## src/rtl/flash_seq_pkg.sv

```systemverilog
package flash_seq_pkg;

  localparam logic [7:0] CMD_SECT_ERASE = 8'h30;
  localparam logic [7:0] CMD_CONFIRM    = 8'hD0;
  localparam logic [7:0] CMD_PROGRAM    = 8'h10;
  localparam logic [7:0] CMD_CLR_STAT   = 8'h50;
  localparam logic [7:0] CMD_READ_MODE  = 8'hFF;
  localparam logic [7:0] SKIP_BYTE      = 8'hFF;

  localparam int STAT_RDY_BIT   = 7;
  localparam int STAT_EFAIL_BIT = 6;
  localparam int STAT_PFAIL_BIT = 1;

  typedef enum logic [3:0] {
    S_IDLE,
    S_ER_CMD,
    S_ER_CONF,
    S_ER_POLL,
    S_PRE_CLR,
    S_FETCH,
    S_PG_CMD,
    S_PG_DATA,
    S_PG_POLL,
    S_FIN_RST,
    S_ERR_CLR
  } seq_state_e;

  typedef enum logic [1:0] {
    BUS_IDLE,
    BUS_WR,
    BUS_RD
  } bus_op_e;

  typedef enum logic [1:0] {
    ADR_BASE,
    ADR_SECTOR,
    ADR_TARGET
  } adr_sel_e;

endpackage

```

## src/rtl/flash_seq_status.sv

```systemverilog
module flash_seq_status
  import flash_seq_pkg::*;
#(
  parameter int RDY_BIT   = STAT_RDY_BIT,
  parameter int EFAIL_BIT = STAT_EFAIL_BIT,
  parameter int PFAIL_BIT = STAT_PFAIL_BIT
) (
  input  logic [7:0] status_i,
  output logic       ready_o,
  output logic       fail_o
);

  always_comb begin
    ready_o = status_i[RDY_BIT];
    fail_o  = status_i[EFAIL_BIT] | status_i[PFAIL_BIT];
  end

endmodule

```

## src/rtl/flash_seq_offset.sv

```systemverilog
module flash_seq_offset #(
  parameter int SIZE_W = 13
) (
  input  logic              clk,
  input  logic              rst_n,
  input  logic              load_i,
  input  logic [SIZE_W-1:0] size_i,
  input  logic              inc_i,
  output logic [SIZE_W-1:0] offset_o,
  output logic              last_o,
  output logic              empty_o
);

  localparam logic [SIZE_W-1:0] ONE = SIZE_W'(1);

  logic [SIZE_W-1:0] size_q;
  logic [SIZE_W-1:0] off_q;

  always_ff @(posedge clk or negedge rst_n) begin
    if (!rst_n) begin
      size_q <= '0;
      off_q  <= '0;
    end else if (load_i) begin
      size_q <= size_i;
      off_q  <= '0;
    end else if (inc_i) begin
      off_q  <= off_q + ONE;
    end
  end

  always_comb begin
    offset_o = off_q;
    empty_o  = (size_q == '0);
    last_o   = !empty_o && (off_q == size_q - ONE);
  end

  AST_OFF_IN_RANGE: assert property (@(posedge clk) disable iff (!rst_n)
    (!empty_o) |-> (off_q < size_q));

endmodule

```

## src/rtl/flash_seq_busdrv.sv

```systemverilog
module flash_seq_busdrv
  import flash_seq_pkg::*;
#(
  parameter int              ADDR_W    = 20,
  parameter int              SIZE_W    = 13,
  parameter logic [ADDR_W-1:0] BASE_ADDR = '0
) (
  input  bus_op_e           op_i,
  input  adr_sel_e          sel_i,
  input  logic [7:0]        wbyte_i,
  input  logic [ADDR_W-1:0] sector_i,
  input  logic [SIZE_W-1:0] offset_i,
  output logic [ADDR_W-1:0] addr_o,
  output logic [7:0]        wdata_o,
  output logic              we_o,
  output logic              re_o
);

  localparam int PAD_W = ADDR_W - SIZE_W;

  logic [ADDR_W-1:0] off_ext;

  generate
    if (PAD_W > 0) begin : g_pad
      assign off_ext = {{PAD_W{1'b0}}, offset_i};
    end else begin : g_trunc
      assign off_ext = offset_i[ADDR_W-1:0];
    end
  endgenerate

  always_comb begin
    unique case (sel_i)
      ADR_SECTOR: addr_o = sector_i;
      ADR_TARGET: addr_o = sector_i + off_ext;
      default:    addr_o = BASE_ADDR;
    endcase
    we_o    = (op_i == BUS_WR);
    re_o    = (op_i == BUS_RD);
    wdata_o = we_o ? wbyte_i : 8'h00;
  end

endmodule

```

## src/rtl/flash_seq_ctrl.sv

```systemverilog
module flash_seq_ctrl
  import flash_seq_pkg::*;
#(
  parameter int ADDR_W = 20
) (
  input  logic              clk,
  input  logic              rst_n,
  input  logic              start_i,
  input  logic [ADDR_W-1:0] sector_i,
  input  logic              s_valid_i,
  input  logic [7:0]        s_data_i,
  output logic              s_ready_o,
  input  logic              st_rdy_i,
  input  logic              st_fail_i,
  input  logic [7:0]        rdata_i,
  input  logic              off_last_i,
  input  logic              off_empty_i,
  output logic              off_load_o,
  output logic              off_inc_o,
  output bus_op_e           op_o,
  output adr_sel_e          sel_o,
  output logic [7:0]        wbyte_o,
  output logic [ADDR_W-1:0] sector_o,
  output logic              done_o,
  output logic              err_o,
  output logic [7:0]        err_status_o
);

  seq_state_e        state_q, state_d;
  logic [7:0]        byte_q;
  logic [ADDR_W-1:0] sector_q;
  logic              done_q, err_q;
  logic [7:0]        stat_q;
  logic              take_byte, set_done, set_err, latch_stat, clr_flags;

  always_comb begin
    state_d    = state_q;
    op_o       = BUS_IDLE;
    sel_o      = ADR_BASE;
    wbyte_o    = 8'h00;
    s_ready_o  = 1'b0;
    off_load_o = 1'b0;
    off_inc_o  = 1'b0;
    take_byte  = 1'b0;
    set_done   = 1'b0;
    set_err    = 1'b0;
    latch_stat = 1'b0;
    clr_flags  = 1'b0;
    unique case (state_q)
      S_IDLE: begin
        if (start_i) begin
          clr_flags  = 1'b1;
          off_load_o = 1'b1;
          state_d    = S_ER_CMD;
        end
      end
      S_ER_CMD: begin
        op_o    = BUS_WR;
        wbyte_o = CMD_SECT_ERASE;
        state_d = S_ER_CONF;
      end
      S_ER_CONF: begin
        op_o    = BUS_WR;
        sel_o   = ADR_SECTOR;
        wbyte_o = CMD_CONFIRM;
        state_d = S_ER_POLL;
      end
      S_ER_POLL: begin
        op_o = BUS_RD;
        if (st_fail_i) begin
          latch_stat = 1'b1;
          state_d    = S_ERR_CLR;
        end else if (st_rdy_i) begin
          state_d = S_PRE_CLR;
        end
      end
      S_PRE_CLR: begin
        op_o    = BUS_WR;
        wbyte_o = CMD_CLR_STAT;
        state_d = off_empty_i ? S_FIN_RST : S_FETCH;
      end
      S_FETCH: begin
        s_ready_o = 1'b1;
        if (s_valid_i) begin
          if (s_data_i == SKIP_BYTE) begin
            if (off_last_i) state_d = S_FIN_RST;
            else            off_inc_o = 1'b1;
          end else begin
            take_byte = 1'b1;
            state_d   = S_PG_CMD;
          end
        end
      end
      S_PG_CMD: begin
        op_o    = BUS_WR;
        wbyte_o = CMD_PROGRAM;
        state_d = S_PG_DATA;
      end
      S_PG_DATA: begin
        op_o    = BUS_WR;
        sel_o   = ADR_TARGET;
        wbyte_o = byte_q;
        state_d = S_PG_POLL;
      end
      S_PG_POLL: begin
        op_o = BUS_RD;
        if (st_fail_i) begin
          latch_stat = 1'b1;
          state_d    = S_ERR_CLR;
        end else if (st_rdy_i) begin
          if (off_last_i) begin
            state_d = S_FIN_RST;
          end else begin
            off_inc_o = 1'b1;
            state_d   = S_FETCH;
          end
        end
      end
      S_FIN_RST: begin
        op_o     = BUS_WR;
        wbyte_o  = CMD_READ_MODE;
        set_done = 1'b1;
        state_d  = S_IDLE;
      end
      S_ERR_CLR: begin
        op_o    = BUS_WR;
        wbyte_o = CMD_CLR_STAT;
        set_err = 1'b1;
        state_d = S_IDLE;
      end
      default: state_d = S_IDLE;
    endcase
  end

  always_ff @(posedge clk or negedge rst_n) begin
    if (!rst_n) begin
      state_q  <= S_IDLE;
      byte_q   <= 8'h00;
      sector_q <= '0;
      done_q   <= 1'b0;
      err_q    <= 1'b0;
      stat_q   <= 8'h00;
    end else begin
      state_q <= state_d;
      if (take_byte)  byte_q <= s_data_i;
      if (clr_flags) begin
        sector_q <= sector_i;
        done_q   <= 1'b0;
        err_q    <= 1'b0;
      end
      if (latch_stat) stat_q <= rdata_i;
      if (set_done)   done_q <= 1'b1;
      if (set_err)    err_q  <= 1'b1;
    end
  end

  assign sector_o     = sector_q;
  assign done_o       = done_q;
  assign err_o        = err_q;
  assign err_status_o = stat_q;

  AST_CONFIRM_AFTER_ERASE: assert property (@(posedge clk) disable iff (!rst_n)
    (op_o == BUS_WR && sel_o == ADR_SECTOR) |->
      ($past(op_o) == BUS_WR && $past(wbyte_o) == CMD_SECT_ERASE));
  AST_FAIL_THEN_CLEAR: assert property (@(posedge clk) disable iff (!rst_n)
    (op_o == BUS_RD && st_fail_i) |=> (op_o == BUS_WR && wbyte_o == CMD_CLR_STAT));
  AST_READY_ONLY_IDLE_BUS: assert property (@(posedge clk) disable iff (!rst_n)
    s_ready_o |-> (op_o == BUS_IDLE));
  AST_DATA_AFTER_PROGRAM: assert property (@(posedge clk) disable iff (!rst_n)
    (op_o == BUS_WR && sel_o == ADR_TARGET) |->
      ($past(op_o) == BUS_WR && $past(wbyte_o) == CMD_PROGRAM));
  AST_NO_SKIP_WRITE: assert property (@(posedge clk) disable iff (!rst_n)
    (op_o == BUS_WR && sel_o == ADR_TARGET) |-> (wbyte_o != SKIP_BYTE));
  AST_FLAGS_EXCLUSIVE: assert property (@(posedge clk) disable iff (!rst_n)
    !(done_q && err_q));
  AST_DONE_HOLDS: assert property (@(posedge clk) disable iff (!rst_n)
    (done_q && !start_i) |=> done_q);
  AST_ERR_HOLDS: assert property (@(posedge clk) disable iff (!rst_n)
    (err_q && !start_i) |=> (err_q && $stable(stat_q)));

endmodule

```

## src/rtl/flash_sector_seq.sv

```systemverilog
module flash_sector_seq
  import flash_seq_pkg::*;
#(
  parameter int                ADDR_W    = 20,
  parameter int                SIZE_W    = 13,
  parameter logic [ADDR_W-1:0] BASE_ADDR = '0
) (
  input  logic              clk,
  input  logic              rst_n,
  input  logic              start_i,
  input  logic [ADDR_W-1:0] sector_addr_i,
  input  logic [SIZE_W-1:0] sector_size_i,
  input  logic              src_valid_i,
  input  logic [7:0]        src_data_i,
  output logic              src_ready_o,
  output logic              done_o,
  output logic              err_o,
  output logic [7:0]        err_status_o,
  output logic [ADDR_W-1:0] fl_addr_o,
  output logic [7:0]        fl_wdata_o,
  input  logic [7:0]        fl_rdata_i,
  output logic              fl_we_o,
  output logic              fl_re_o
);

  logic              st_rdy, st_fail;
  logic              off_load, off_inc, off_last, off_empty;
  logic [SIZE_W-1:0] offset;
  bus_op_e           op;
  adr_sel_e          sel;
  logic [7:0]        wbyte;
  logic [ADDR_W-1:0] sector;

  flash_seq_status i_status (
    .status_i (fl_rdata_i),
    .ready_o  (st_rdy),
    .fail_o   (st_fail)
  );

  flash_seq_offset #(.SIZE_W(SIZE_W)) i_offset (
    .clk      (clk),
    .rst_n    (rst_n),
    .load_i   (off_load),
    .size_i   (sector_size_i),
    .inc_i    (off_inc),
    .offset_o (offset),
    .last_o   (off_last),
    .empty_o  (off_empty)
  );

  flash_seq_ctrl #(.ADDR_W(ADDR_W)) i_ctrl (
    .clk          (clk),
    .rst_n        (rst_n),
    .start_i      (start_i),
    .sector_i     (sector_addr_i),
    .s_valid_i    (src_valid_i),
    .s_data_i     (src_data_i),
    .s_ready_o    (src_ready_o),
    .st_rdy_i     (st_rdy),
    .st_fail_i    (st_fail),
    .rdata_i      (fl_rdata_i),
    .off_last_i   (off_last),
    .off_empty_i  (off_empty),
    .off_load_o   (off_load),
    .off_inc_o    (off_inc),
    .op_o         (op),
    .sel_o        (sel),
    .wbyte_o      (wbyte),
    .sector_o     (sector),
    .done_o       (done_o),
    .err_o        (err_o),
    .err_status_o (err_status_o)
  );

  flash_seq_busdrv #(
    .ADDR_W    (ADDR_W),
    .SIZE_W    (SIZE_W),
    .BASE_ADDR (BASE_ADDR)
  ) i_busdrv (
    .op_i     (op),
    .sel_i    (sel),
    .wbyte_i  (wbyte),
    .sector_i (sector),
    .offset_i (offset),
    .addr_o   (fl_addr_o),
    .wdata_o  (fl_wdata_o),
    .we_o     (fl_we_o),
    .re_o     (fl_re_o)
  );

  AST_ONE_STROBE: assert property (@(posedge clk) disable iff (!rst_n)
    !(fl_we_o && fl_re_o));
  AST_POLL_AT_BASE: assert property (@(posedge clk) disable iff (!rst_n)
    fl_re_o |-> (fl_addr_o == BASE_ADDR));
  AST_DONE_AFTER_READ_MODE: assert property (@(posedge clk) disable iff (!rst_n)
    $rose(done_o) |-> $past(fl_we_o && fl_wdata_o == CMD_READ_MODE && fl_addr_o == BASE_ADDR));
  AST_ERR_AFTER_CLEAR: assert property (@(posedge clk) disable iff (!rst_n)
    $rose(err_o) |-> $past(fl_we_o && fl_wdata_o == CMD_CLR_STAT && fl_addr_o == BASE_ADDR));

endmodule

```

## config.mk

```make
export PLATFORM = sky130hd
export DESIGN_NAME = flash_sector_seq
export DESIGN_NICKNAME = d
export VERILOG_FILES = /design/src/rtl/flash_seq_pkg.sv /design/src/rtl/flash_seq_status.sv /design/src/rtl/flash_seq_offset.sv /design/src/rtl/flash_seq_busdrv.sv /design/src/rtl/flash_seq_ctrl.sv /design/src/rtl/flash_sector_seq.sv
export SDC_FILE = /design/constraint.sdc
export NUM_CORES = 1
export LEC_CHECK = 0
export ABC_AREA = 1
export ABC_CLOCK_PERIOD_IN_PS = 2400
export CAP_MARGIN = 15
export CORE_ASPECT_RATIO = 2
export CORE_MARGIN = 2
export CORE_UTILIZATION = 40
export CTS_BUF_LIST = sky130_fd_sc_hd__clkbuf_2
export CTS_CLUSTER_SIZE = 28
export DETAILED_ROUTE_END_ITERATION = 10
export SETUP_SLACK_MARGIN = 0.5
export SYNTH_ARGS = -nofsm -noshare
export SYNTH_HDL_FRONTEND = slang
export SYNTH_SLANG_ARGS = --single-unit
export TNS_END_PERCENT = 50
```

## constraint.sdc

```tcl
create_clock -name clk -period 2.4 [get_ports clk]
set_input_delay 0.24 -clock clk [delete_from_list [all_inputs] [get_ports clk]]
set_output_delay 0.24 -clock clk [all_outputs]
set_load 0.01 [all_outputs]
```

==> run metrics <==
worst slack on hold paths=0.125 ns; peak clock frequency supported by timing=349 MHz; total number of yosys warnings=0; CP Launch Point=i_offset.offset_o[0]; Synth Net Count=780; post-detailed-placement half-perimeter wirelength=12000 um; GRT Overall Usage=0.261; critical path data required time=2.16 ns; cts bufs inserted=9; Overall Power=8.03 mW; clk_lat worst skew=0.57 ns; grt met1 use=0.252; endpoint of the most critical register-to-register path=i_offset.offset_o[5]; CP max-delay cell=sky130_fd_sc_hd__dfrtp_1; outcome=finished, violations left; critical path depth=12; net switching component of the power=3.69 mW; Pwr per Cell Area=1030 nW/um2; proportion of power drawn by the clock network=0.084; die outline area=13200 um2; number of instances in the synthesized netlist=708; R2R Setup Slk=0.20 ns; Critical Path AT=2.63 ns; synthesized area=4890 um2; H-tree level count=3; violated checks=negative setup slack; initial core utilization=0.406; global-route wire length before repair=26600 um; worst setup path class=flop to output pin; shortest period the worst path allows=2.87 ns; flip-flop and latch count after synthesis=68; biggest cell delay along the critical path=0.44 ns; Avg Vias per Cell=5.37; die span in x=82.2 um; mean instance size in the synthesized netlist=6.91 um2; setup slack at placement=-0.316 ns; EDFF count, synth=0; Crit path buffers/inverters=1; critical path, cell by cell=ha_2, fa_2, nand3_2, nand2_4, nand3_2, nand4_1, nand2_1, nand2_2, a21oi_2, o21ai_1, a21oi_2, buf_2; Worst Hold Class=input pin to asynchronous set/reset pin; number of I/O pins=94; Worst VDD drop=0.706 mV; worst-case headroom to the max-slew limit=0.599; drt first pass iters=4; commonest register cell after synthesis=sky130_fd_sc_hd__dfrtp_1; maximum number of pins on one net before global-route repair=50; clk slew on worst S/H paths=0.22 ns; sequential fraction of design power=0.258; cells on worst reg2reg path=15; ys async rst share=1.00; number of max-cap violations=0; root buffer selected by CTS=sky130_fd_sc_hd__clkbuf_2; area share of the largest cell type after synthesis=0.348; Longest Clk Path Bufs=2; sequential-to-total area share from yosys stat=0.348; final weighted congestion in routability-driven placement=0.884; cell row count=57; antenna-violating nets left=0; r2r startpoint=i_offset.size_q[0]; Die Span Y=160 um; total setup violations reported at the end of the flow=27; fraction of final layout cells with drive strength greater than 1=0.371; number of max-slew violations in the final report=0; top cells by area in the synthesized netlist=sky130_fd_sc_hd__dfrtp_1 (35%), sky130_fd_sc_hd__nand2_1 (19%), sky130_fd_sc_hd__inv_1 (5.3%); global route total overflow=0; Wirelength per Cell=16.4 um; Internal Dissipation=4.34 mW; crit path setup slack, layout=-0.468 ns; number of antenna violations at the first check in global routing=1; M3 GR Usage=0.0438; placed instance count=1004; CP startpoint kind=flop; count of buffers from port buffering=93; RSZ-0062 raised after global routing=true; final non-filler cell total=1073; met2 routing resource usage after global routing=0.492; sw frac=0.459; most used routing layer=met2; kind of cell with the highest combined delay on the critical path=simple AND/OR/NAND/NOR gates; post-layout utilization of the core=0.645; area growth from synthesis to final layout=58.9%; maximum clock skew at final layout=0.0469 ns; slew at the pin closest to its max-slew limit=0.602 ns; logic gate share of total power=0.658; count of nets after finishing=993; last element of the critical path=fl_addr_o[14]; Worst setup EP type=output pin; commonest non-fill, non-tap cell in the layout=sky130_fd_sc_hd__nand2_1; number of global-route vias before repair=5832; highest-count cells in the layout ignoring fill and taps=sky130_fd_sc_hd__nand2_1 (228), sky130_fd_sc_hd__buf_4 (94), sky130_fd_sc_hd__dfrtp_1 (63), sky130_fd_sc_hd__clkdlybuf4s50_1 (61), sky130_fd_sc_hd__inv_1 (56); number of distinct standard cells referenced by the synthesized netlist=40; Final Instance Area=7770 um2; crit-path max FO=6; TritonCTS sink count=68; TritonCTS clock tree=yes; total number of vias=5759; Core Area=12100 um2; library cell with the largest summed area after synthesis=sky130_fd_sc_hd__dfrtp_1; Detailed Route Iter0 Violations=228; DRT Wirelength=17600 um; post-route fraction of the period consumed by the critical path=1.19; total cell area at the placement stage=6650 um2; cell leakage power=3.71 nW; DR DRC count=0; number of hold violations in the final report=0; TNS Setup=-5.96 ns
logic make-up (layout without fill, tap and decap cells):
family                   count (synthesis)  count (layout)  share of synthesized area
XOR/XNOR                                19              19                     0.0340
AO/OA/AOI/OAI                           96              96                      0.104
flip-flops                              68              68                      0.348
buffers and inverters                   94             311                     0.0783
other                                    0               1                          0
adder cells (fa/ha/maj)                 19              19                     0.0501
AND/OR/NAND/NOR                        412             412                      0.386
registers in the layout, summed over array words and instances, names as in the netlist:
name / flops
i_ctrl.err_status_o: 8
i_ctrl.err_o: 1
i_ctrl.done_o: 1
i_offset.offset_o: 13
i_offset.size_q: 13
i_ctrl.sector_o: 20
i_ctrl.state_q: 4
i_ctrl.byte_q: 8
worst min path at each step:
stage	from	to	slack [ns]
global placement	rst_n	i_ctrl.err_status_o[2]	0.22
finish	rst_n	i_offset.offset_o[0]	0.12
CTS	rst_n	i_ctrl.sector_o[2]	0.13
floorplan	rst_n	i_ctrl.byte_q[0]	-0.06
detailed placement	rst_n	i_ctrl.err_status_o[7]	0.23
global route	rst_n	i_offset.offset_o[0]	0.16
repair_timing:
action / in CTS / in global routing
endpoints found under the hold margin: 19 / 0
resized for setup: 242 / 73
gates cloned: 1 / 1
endpoints found under the setup margin: 54 / 62
hold buffers: 1 / 0
setup buffers: 26 / 24
pin swaps: 78 / 61
power groups by stage:
stage	Sequential, mW	Combinational [mW]	Clock (mW)
floorplan	2.00	2.21	0
global route	2.13	5.71	0.740
finish	2.08	5.28	0.672
CTS	2.03	4.63	0.686
global placement	2.03	3.84	0
detailed placement	2.04	3.90	0
area by class of cell:
| class | instances | area (um2) |
|---|---|---|
| fillers | 1043 | 4280 |
| multi-input cells | 546 | 3480 |
| clock buffers | 12 | 60.1 |
| well taps | 147 | 184 |
| clock inverters | 3 | 40.0 |
| inverters | 75 | 307 |
| diodes | 1 | 2.50 |
| flip-flops and latches | 68 | 1710 |
| repair buffers | 221 | 1990 |
routing by layer:
metal | wire length, um | vias to the layer above
li1 | - | 2717
met1 | 5930 | 2752
met2 | 9990 | 216
met3 | 728 | 74
met4 | 954 | 0
met5 | 0 | -
cell usage after synthesis (2+ instances only):
cell type,count
sky130_fd_sc_hd__a211oi_1,2
sky130_fd_sc_hd__inv_2,3
sky130_fd_sc_hd__dfrtp_1,68
sky130_fd_sc_hd__o21ai_0,44
sky130_fd_sc_hd__clkinv_1,3
sky130_fd_sc_hd__clkbuf_1,13
sky130_fd_sc_hd__ha_1,18
sky130_fd_sc_hd__nand3b_1,3
sky130_fd_sc_hd__nor3_2,2
sky130_fd_sc_hd__o21bai_1,2
sky130_fd_sc_hd__buf_2,2
sky130_fd_sc_hd__nor2_2,6
sky130_fd_sc_hd__inv_1,69
sky130_fd_sc_hd__nor4_1,3
sky130_fd_sc_hd__nand2_2,7
sky130_fd_sc_hd__nor2_1,45
sky130_fd_sc_hd__nand2_1,252
sky130_fd_sc_hd__xnor2_1,7
sky130_fd_sc_hd__a21boi_0,2
sky130_fd_sc_hd__nand3_2,10
sky130_fd_sc_hd__nor2_4,5
sky130_fd_sc_hd__nor3_1,7
sky130_fd_sc_hd__xor2_1,12
sky130_fd_sc_hd__nand3_4,3
sky130_fd_sc_hd__a21oi_1,40
sky130_fd_sc_hd__nand4_1,19
sky130_fd_sc_hd__o21ai_1,2
sky130_fd_sc_hd__or2_2,2
sky130_fd_sc_hd__nand3_1,46
worst register-to-register path: cells and delay by family, from the launching register on:
family                     cells  cell delay [ns]
DFF                            1             0.40
adders and majority gates      1             0.29
and+or+nand+nor               11             1.19
buffers and inverters          3             0.27
Note: power is estimated with default switching activity, not from simulation.
